--- src/rtl/dacfe_pkg.sv ---
package dacfe_pkg;

   localparam int unsigned DACFE_W_DEF = 8;

   typedef enum logic {
      PICK_B = 1'b0,
      PICK_A = 1'b1
   } pick_e;

   // Effective blank: the live request while A is selected or on the select-fall edge,
   // otherwise the captured value.
   function automatic logic blank_pick(input logic sel_now, input logic sel_prev,
                                       input logic req, input logic held);
      return (sel_now || sel_prev) ? req : held;
   endfunction

endpackage

--- src/rtl/dacfe_blank_hold.sv ---
module dacfe_blank_hold
   import dacfe_pkg::*;
(
   input  logic clk,
   input  logic rst,
   input  logic sel_a,
   input  logic blank_req,
   output logic blank_eff
);

   logic sel_seen;
   logic blank_held;

   always_comb begin
      blank_eff = blank_pick(sel_a, sel_seen, blank_req, blank_held);
   end

   always_ff @(negedge clk) begin
      if (rst) begin
         sel_seen   <= 1'b0;
         blank_held <= 1'b0;
      end else begin
         sel_seen   <= sel_a;
         blank_held <= blank_eff;
      end
   end

endmodule

--- src/rtl/dacfe_word_pick.sv ---
module dacfe_word_pick
   import dacfe_pkg::*;
#(
   parameter int unsigned W = DACFE_W_DEF
) (
   input  logic         sel_a,
   input  logic         blank_eff,
   input  logic [W-1:0] word_a,
   input  logic [W-1:0] word_b,
   output logic [W-1:0] code_d
);

   pick_e pick;

   always_comb begin
      pick = sel_a ? PICK_A : PICK_B;
   end

   for (genvar gi = 0; gi < W; gi++) begin : g_bit
      always_comb begin
         if (blank_eff)
            code_d[gi] = 1'b1;
         else if (pick == PICK_A)
            code_d[gi] = word_a[gi];
         else
            code_d[gi] = word_b[gi];
      end
   end

endmodule

--- src/rtl/dacfe_out_stage.sv ---
module dacfe_out_stage
   import dacfe_pkg::*;
#(
   parameter int unsigned W = DACFE_W_DEF
) (
   input  logic         clk,
   input  logic         rst,
   input  logic [W-1:0] code_d,
   input  logic         blank_d,
   output logic [W-1:0] code_q,
   output logic         blank_q
);

   always_ff @(negedge clk) begin
      if (rst) begin
         code_q  <= '0;
         blank_q <= 1'b0;
      end else begin
         code_q  <= code_d;
         blank_q <= blank_d;
      end
   end

endmodule

--- src/rtl/dac_front_mux.sv ---
module dac_front_mux
   import dacfe_pkg::*;
#(
   parameter int unsigned DATA_W = DACFE_W_DEF
) (
   input  logic              clk,
   input  logic              rst,
   input  logic              sel_a,
   input  logic              blank_req,
   input  logic [DATA_W-1:0] word_a,
   input  logic [DATA_W-1:0] word_b,
   output logic [DATA_W-1:0] code_q,
   output logic              blank_q
);

   localparam int unsigned CODE_MSB = DATA_W - 1;

   if (DATA_W < 2 || DATA_W > 16) begin : g_bad_width
      $error("dac_front_mux: DATA_W must lie in 2..16");
   end

   logic              blank_eff;
   logic [CODE_MSB:0] code_d;

   dacfe_blank_hold u_hold (
      .clk       (clk),
      .rst       (rst),
      .sel_a     (sel_a),
      .blank_req (blank_req),
      .blank_eff (blank_eff)
   );

   dacfe_word_pick #(.W(DATA_W)) u_pick (
      .sel_a     (sel_a),
      .blank_eff (blank_eff),
      .word_a    (word_a),
      .word_b    (word_b),
      .code_d    (code_d)
   );

   dacfe_out_stage #(.W(DATA_W)) u_out (
      .clk     (clk),
      .rst     (rst),
      .code_d  (code_d),
      .blank_d (blank_eff),
      .code_q  (code_q),
      .blank_q (blank_q)
   );

endmodule

--- config.mk ---
export PLATFORM = sky130hd
export DESIGN_NAME = dac_front_mux
export DESIGN_NICKNAME = d
export VERILOG_FILES = /design/src/rtl/dacfe_pkg.sv /design/src/rtl/dacfe_blank_hold.sv /design/src/rtl/dacfe_word_pick.sv /design/src/rtl/dacfe_out_stage.sv /design/src/rtl/dac_front_mux.sv
export SDC_FILE = /design/constraint.sdc
export NUM_CORES = 1
export LEC_CHECK = 0
export BUFFER_PORTS_ARGS = -buffer_cell sky130_fd_sc_hd__buf_2
export CAP_MARGIN = 25
export CORE_AREA = 2 2 39 41
export DETAILED_ROUTE_END_ITERATION = 8
export DIE_AREA = 0 0 41 43
export PLACE_DENSITY_LB_ADDON = 0.25
export SKIP_CTS_REPAIR_TIMING = 1
export SLEW_MARGIN = 0
export SYNTH_ARGS = -nofsm -noshare
export SYNTH_HDL_FRONTEND = slang
export SYNTH_SLANG_ARGS = --single-unit
--- constraint.sdc ---
create_clock -name clk -period 1.4 [get_ports clk]
set_input_delay 0.07 -clock clk [delete_from_list [all_inputs] [get_ports clk]]
set_output_delay 0.07 -clock clk [all_outputs]
set_load 0.01 [all_outputs]
==> results.ini, run 1 <==
[clock_network]
clock-root-buffer = clkbuf_4
htree_levels = 1
clock_sinks = 10
insertion_delay_ns = 0.33
cts_tree = done
cts_buffers = 3
clk_pin_slew_ns = 0.03
clk_path_buf_depth = 2

[die]
ios = 29
rows = 14
die_w_um = 41
die_area_um2 = 1760
start_util = 0.288
die_h_um = 43
coreArea_um2 = 1380

[timing]
worst_slew_pin_slew_ns = 0.277
skew_ns = 0.0153
finalSetupTns_ns = -0.930
fin_hold_ws_ns = 0.669
setup_viol = 9
slew_violations = 0
fin_ws_ns = -0.115
rsz0062_at_grt = true
relSlewSlack = 0.816
hold_viol_final = 0

[setup_path]
critPathMaxFanout = 2
crit_path_end_kind = output pin
path_cells = buf_6
crit_required_ns = 1.33
cp_data_arrival_time_ns = 1.44
path_delay_family = flip-flops
start_kind = flop
slowest_stage = dfxtp_2
critPathBufInv = 1
crit_path_max_incr_delay_ns = 0.31
critical_path_class = reg -> out

[place]
place_ws_ns = -0.219
port_buffers = 28
hpwl_um = 658
dpl_cell_area_um2 = 538
gp_congestion = 0.635
place_inst = 77

[pwr]
vdd_drop_max_mv = 0.608
powerDensity_nw_per_um2 = 1190
power_leakage_nw = 0.346
total_power_mw = 0.733

[run_status]
status = complete, but fails checks
violations = negative setup slack

[grt]
grt_use_total = 0.115
antenna_found_initial = 0
grt_pass1_vias = 351
grt_max_degree = 11
grt_pass1_wl_um = 1280
grt.overflow.total = 0

[synth]
synth_area_per_cell_um2 = 11.7
ys_ff_latch = 10
yosysWarnings = 0
synthSimpleGateAreaFrac = 0.0376
syn_nets = 54
synth_top_family_by_area = multiplexers
synth.mux.area_fraction = 0.201
synthesis.area_um2 = 399
synthAdderAreaFrac = 0
synthXorXnorAreaFrac = 0
synthCells = 34
yosysSeqAreaShare = 0.502
synthDistinctLibCells = 10
synth-compound-area-share = 0.160

[run]
max_cap_violations = 0

[finish]
layout.cells.non_filler = 90
seqCellArea_um2 = 203
utilization = 0.444
syn2layout_area_growth_pct = 53.9
multi_input_area_um2 = 159
n_antenna_cell = 0
drive_above_1_share = 0.500
fin_area_um2 = 614
nets = 95
fillers = 152

[drt]
drc = 0
viasPerCell = 4.44
wirelength_um = 859
first_pass_iters = 2
ant_nets = 0
drtIter0Drc = 1
avgRoutedWirePerCell_um = 9.54
routed-via-count = 400

[hold_path]
hp-class = reg -> reg

-- cells by family after synthesis --
logic type / after synthesis
buffers and inverters: 4
flip-flops: 10
multiplexers: 8
AO/OA/AOI/OAI: 10
AND/OR/NAND/NOR: 2
-- layer usage --
metal	track usage	wire (µm)	up-vias
met5	0	0	-
met4	0.0467	0	0
met3	0.110	95	0
met2	0.181	474	15
met1	0.0906	289	179
li1	-	-	206
-- state kept, by name, indices dropped and copies added, names as in the netlist --
name             cells
u_out.blank_q        1
u_hold.sel_seen      1
u_out.code_q         8
-- power by group --
part | switching, mW | internal [mW] | total (mW)
Combinational | 0.0513 | 0.0613 | 0.113
Sequential | 0.00629 | 0.311 | 0.317
Clock | 0.162 | 0.142 | 0.304
-- cell usage after synthesis --
master | count | area (µm²)
nor2b_1 | 1 | 6.26
clkbuf_8 | 1 | 13.8
or3b_1 | 1 | 8.76
o21ai_2 | 1 | 8.76
dfxtp_1 | 10 | 200
buf_6 | 2 | 22.5
inv_1 | 1 | 3.75
mux2i_1 | 8 | 80.1
a31oi_1 | 8 | 50.1
a21oi_1 | 1 | 5.00
-- path summary, 6_finish.rpt --
kind / from / endpoint / slack (ns) / cells past startpoint
worst max-delay path: u_out.blank_q / blank_q / -0.11 / 1
worst min-delay path: u_hold.sel_seen / u_out.blank_q / 0.67 / 3
worst max register to register: u_out.blank_q / u_out.code_q[4] / 0.33 / 2
worst min register to register: u_hold.sel_seen / u_out.blank_q / 0.67 / 3
-- cells in the final DEF (no fill, tap or decap), drive strengths merged --
cell type / count
a21oi: 1
a31oi: 8
buf: 30
clkbuf: 3
clkinvlp: 1
dfxtp: 10
inv: 10
mux2i: 8
nor2b: 1
o21ai: 1
or3b: 1
-- layout make-up --
type	instances	area share
well taps	16	0.0326
clock inverters	11	0.0692
clock buffers	3	0.0367
repair buffers	30	0.273
multi-input cells	20	0.259
flip-flops and latches	10	0.330
Power figures use the tool's default switching activity.
==> inputs of run 2 (changes only) <==
CTS_BUF_LIST = sky130_fd_sc_hd__clkbuf_2   (was unset)
==> results.ini, run 2 (synthesis results as in run 1) <==
[run_status]
status = complete, but fails checks
violations = negative setup slack

[finish]
syn2layout_area_growth_pct = 52.0
drive_above_1_share = 0.500  ; unchanged
n_antenna_cell = 0  ; unchanged
fin_area_um2 = 607  ; -1.2%
regMostFlops = u_out.code_q
layout_top_registers = u_out.code_q: 8 flops, u_hold.sel_seen: 1 flops, u_out.blank_q: 1 flops
nets = 95  ; unchanged
final_cell_mix = buf_2 (26), inv_1 (10), mux2i_1 (8), a31oi_1 (8), dfxtp_1 (8)
largest_reg_flops = 8  ; unchanged
final_common_cell = buf_2

[drt]
avgRoutedWirePerCell_um = 9.60  ; +0.58%
first_pass_iters = 2  ; unchanged
viasPerCell = 4.43  ; -0.25%
drtIter0Drc = 1  ; unchanged
wirelength_um = 864  ; +0.58%
ant_nets = 0  ; unchanged
drc = 0  ; unchanged
routed-via-count = 399  ; -0.25%

[clock_network]
clock_sinks = 10  ; unchanged
htree_levels = 1  ; unchanged
clk_pin_slew_ns = 0.05  ; +0.02 ns
cts_buffers = 3  ; unchanged
insertion_delay_ns = 0.31  ; -0.02 ns
clk_path_buf_depth = 2  ; unchanged
clock-root-buffer = clkbuf_2
cts_tree = done

[hold_path]
worstHoldPathCells = 3  ; unchanged
hp-start = u_hold.sel_seen
hold_end = u_out.blank_q
hp-class = reg -> reg

[timing]
rsz0062_at_grt = true
setup_viol = 9  ; unchanged
fin_ws_ns = -0.0957  ; +0.0189 ns
fin_hold_ws_ns = 0.667  ; -0.00151 ns
worst_slew_pin_slew_ns = 0.277  ; -0.0000132 ns
relSlewSlack = 0.816  ; about the same
slew_violations = 0  ; unchanged
hold_viol_final = 0  ; unchanged
skew_ns = 0.0231  ; +0.00778 ns

[place]
dpl_cell_area_um2 = 538  ; unchanged
hpwl_um = 658  ; unchanged
port_buffers = 28  ; unchanged
gp_congestion = 0.635  ; unchanged

[die]
rows = 14  ; unchanged
die_w_um = 41  ; unchanged
coreArea_um2 = 1380  ; unchanged
die_area_um2 = 1760  ; unchanged
start_util = 0.288  ; unchanged
die_h_um = 43  ; unchanged
ios = 29  ; unchanged

[pwr]
combPwrFrac = 0.162  ; +0.008
switching_power_mw = 0.224  ; +2.0%
p_clk_frac = 0.383  ; -0.031
p_seq_frac = 0.455  ; +0.023
switching_share = 0.323  ; +0.0229
powerDensity_nw_per_um2 = 1150  ; -4.0%
total_power_mw = 0.695  ; -5.2%
power_leakage_nw = 0.344  ; -0.39%
power.internal_mw = 0.471  ; -8.3%
vdd_drop_max_mv = 0.537  ; -12%

[setup_path]
path_cells = buf_2
slowest_stage = dfxtp_1
reg2reg_depth = 2  ; unchanged
critPathBufInv = 1  ; unchanged
worstSetupStartpoint = u_out.code_q[5]
crit_required_ns = 1.33  ; about the same
critical_path_class = reg -> out
crit_path_end_kind = output pin
start_kind = flop
critPathMaxFanout = 1  ; -1
cp_data_arrival_time_ns = 1.43  ; about the same
r2r_end = u_out.code_q[4]
r2r_slack_ns = 0.32  ; about the same
path_delay_family = flip-flops
crit_path_max_incr_delay_ns = 0.29  ; -0.02 ns
r2r_start = u_out.blank_q

[run]
max_cap_violations = 0  ; unchanged

[grt]
grt.overflow.total = 0  ; unchanged
grt_pass1_vias = 358  ; +2.0%
grt_max_degree = 11  ; unchanged
grt_pass1_wl_um = 1290  ; +0.55%
antenna_found_initial = 0  ; unchanged
grt_use_total = 0.118  ; +0.00302

run 2: cell counts in the layout (fill, tap and decap cells not counted):
No cell type changed its count.
run 2: worst max path at each step:
stage,slack [ns],depth (start not counted),to
after floorplan,-0.03,3,u_out.code_q[0]
after global placement,-0.21,3,u_out.code_q[3]
after detailed placement,-0.22,3,u_out.code_q[5]
after CTS,-0.14,1,blank_q
after global routing,-0.15,1,blank_q
final,-0.1,1,code_q[5]
run 2: layout make-up:
type	instances	area, µm²
multi-input combinational	20	159
clock inverter	11	42.5
clock buffer	3	15.0
fill	154	777
sequential	10	203
timing repair buffer	30	168
tap	16	20.0
run 2: routing by layer:
| layer | up-vias | GRT usage | part of all wire |
|---|---|---|---|
| met1 | 178 | 0.0906 | 0.33 |
| li1 | 205 | - | - |
| met4 | 0 | 0.0667 | 0 |
| met5 | - | 0 | 0 |
| met3 | 0 | 0.110 | 0.12 |
| met2 | 16 | 0.181 | 0.55 |
run 2: metrics by stage:
step                instances  TNS (ns)  worst slack, ns   util
global route               90     -1.25           -0.147  0.439
detailed placement         77     -1.91           -0.219  0.389
CTS                        90    -0.982           -0.136  0.428
floorplan                  34    -0.297          -0.0340      -
finish                     90    -0.754          -0.0957  0.439
global placement           77     -1.74           -0.210  0.389
run 2: tightest hold or removal path, cell delays in order, from the launching register on:
cell	delay [ns]
dfxtp_1	0.30
o21ai_2	0.10
buf_4	0.15
a21oi_1	0.07
run 2: power groups by stage:
stage,registers (mW),logic [mW],clock network (mW)
after floorplan,0.331,0.0484,0.0484
final,0.316,0.113,0.266
after CTS,0.315,0.110,0.280
after global routing,0.317,0.125,0.314
after detailed placement,0.319,0.109,0.0484
after global placement,0.319,0.107,0.0484
==> inputs of run 3 (changes only) <==
MAX_ROUTING_LAYER = met4   (was unset)
==> results.ini, run 3 (synthesis results as in run 1) <==
[hold_path]
hp-class = reg -> reg
worstHoldPathCells = 3  ; unchanged

[pwr]
power_leakage_nw = 0.344  ; unchanged
vdd_drop_max_mv = 0.537  ; about the same
combPwrFrac = 0.162  ; about the same
switching_power_mw = 0.224  ; about the same
p_seq_frac = 0.455  ; about the same
power.internal_mw = 0.471  ; about the same
p_clk_frac = 0.383  ; about the same
total_power_mw = 0.695  ; about the same
switching_share = 0.323  ; about the same
powerDensity_nw_per_um2 = 1150  ; about the same

[clock_network]
clock_sinks = 10  ; unchanged
insertion_delay_ns = 0.31  ; about the same
clk_pin_slew_ns = 0.05  ; about the same
clock-root-buffer = clkbuf_2
clk_path_buf_depth = 2  ; unchanged
cts_tree = done
htree_levels = 1  ; unchanged
cts_buffers = 3  ; unchanged

[place]
hpwl_um = 658  ; unchanged
port_buffers = 28  ; unchanged
place_ws_ns = -0.219  ; unchanged
gp_congestion = 0.640  ; +0.82%

[die]
die_w_um = 41  ; unchanged
start_util = 0.288  ; unchanged
die_area_um2 = 1760  ; unchanged
die_h_um = 43  ; unchanged
coreArea_um2 = 1380  ; unchanged
ios = 29  ; unchanged
rows = 14  ; unchanged

[finish]
largest_reg_flops = 8  ; unchanged
layout_top_registers = u_out.code_q: 8 flops, u_hold.sel_seen: 1 flops, u_out.blank_q: 1 flops
n_antenna_cell = 0  ; unchanged
final_common_cell = buf_2
nets = 95  ; unchanged
syn2layout_area_growth_pct = 52.0  ; unchanged
final_cell_mix = buf_2 (26), inv_1 (10), mux2i_1 (8), a31oi_1 (8), dfxtp_1 (8)
drive_above_1_share = 0.500  ; unchanged
regMostFlops = u_out.code_q
utilization = 0.439  ; unchanged
fillers = 154  ; unchanged

[setup_path]
path_delay_family = flip-flops
path_cells = buf_2
start_kind = flop
reg2reg_depth = 2  ; unchanged
slowest_stage = dfxtp_1
critPathBufInv = 1  ; unchanged
cp_data_arrival_time_ns = 1.43  ; about the same
crit_path_end_kind = output pin
critical_path_class = reg -> out
critPathMaxFanout = 1  ; unchanged
crit_required_ns = 1.33  ; about the same
crit_path_max_incr_delay_ns = 0.29  ; about the same
critical_path_depth = 1  ; unchanged

[timing]
relSlewSlack = 0.816  ; about the same
worst_slew_pin_slew_ns = 0.277  ; +0.0000963 ns
rsz0062_at_grt = true
setup_viol = 9  ; unchanged
slew_violations = 0  ; unchanged
finalSetupTns_ns = -0.753  ; +0.000911 ns
skew_ns = 0.0231  ; +0.000000300 ns
fin_ws_ns = -0.0956  ; +0.000101 ns
hold_viol_final = 0  ; unchanged

[run]
max_cap_violations = 0  ; unchanged

[run_status]
status = complete, but fails checks
violations = negative setup slack

[drt]
ant_nets = 0  ; unchanged
drtIter0Drc = 1  ; unchanged
wirelength_um = 864  ; unchanged
viasPerCell = 4.43  ; unchanged
drc = 0  ; unchanged
first_pass_iters = 2  ; unchanged
avgRoutedWirePerCell_um = 9.60  ; unchanged
routed-via-count = 399  ; unchanged

[grt]
grt_pass1_vias = 350  ; -2.2%
grt_pass1_wl_um = 1310  ; +1.6%
grt_max_degree = 11  ; unchanged
antenna_found_initial = 0  ; unchanged
grt.overflow.total = 0  ; unchanged
grt_use_total = 0.122  ; +0.00394

run 3: final timing paths:
path / from / slack [ns] / to
worst max-delay path: u_out.code_q[5] / -0.1 / code_q[5]
worst min-delay path: u_hold.sel_seen / 0.67 / u_out.blank_q
worst max register to register: u_out.blank_q / 0.32 / u_out.code_q[4]
worst min register to register: u_hold.sel_seen / 0.67 / u_out.blank_q
run 3: power by group through the flow:
stage / logic [mW] / clock network [mW] / registers [mW]
after global placement: 0.107 / 0.0484 / 0.319
after CTS: 0.110 / 0.280 / 0.315
after floorplan: 0.0484 / 0.0484 / 0.331
after detailed placement: 0.109 / 0.0484 / 0.319
final: 0.113 / 0.266 / 0.316
after global routing: 0.125 / 0.318 / 0.317
run 3: cell type report:
class                      count  area, µm²  area share
sequential                    10        203       0.334
timing repair buffer          30        168       0.276
multi-input combinational     20        159       0.262
clock inverter                11       42.5      0.0701
tap                           16       20.0      0.0330
clock buffer                   3       15.0      0.0247
run 3: through the flow:
step / cell area, µm² / hold slack, ns / cells
2_1_floorplan: 399 / 0.589 / 34
3_3_place_gp: 538 / 0.662 / 77
3_5_place_dp: 538 / 0.684 / 77
4_1_cts: 592 / 0.685 / 90
5_1_grt: 607 / 0.725 / 90
6_report: 607 / 0.667 / 90
run 3: per-layer routing:
metal	track usage	routed length, µm
met5	-	0
met2	0.181	475
met3	0.115	100
met1	0.0906	289
met4	0.0667	0
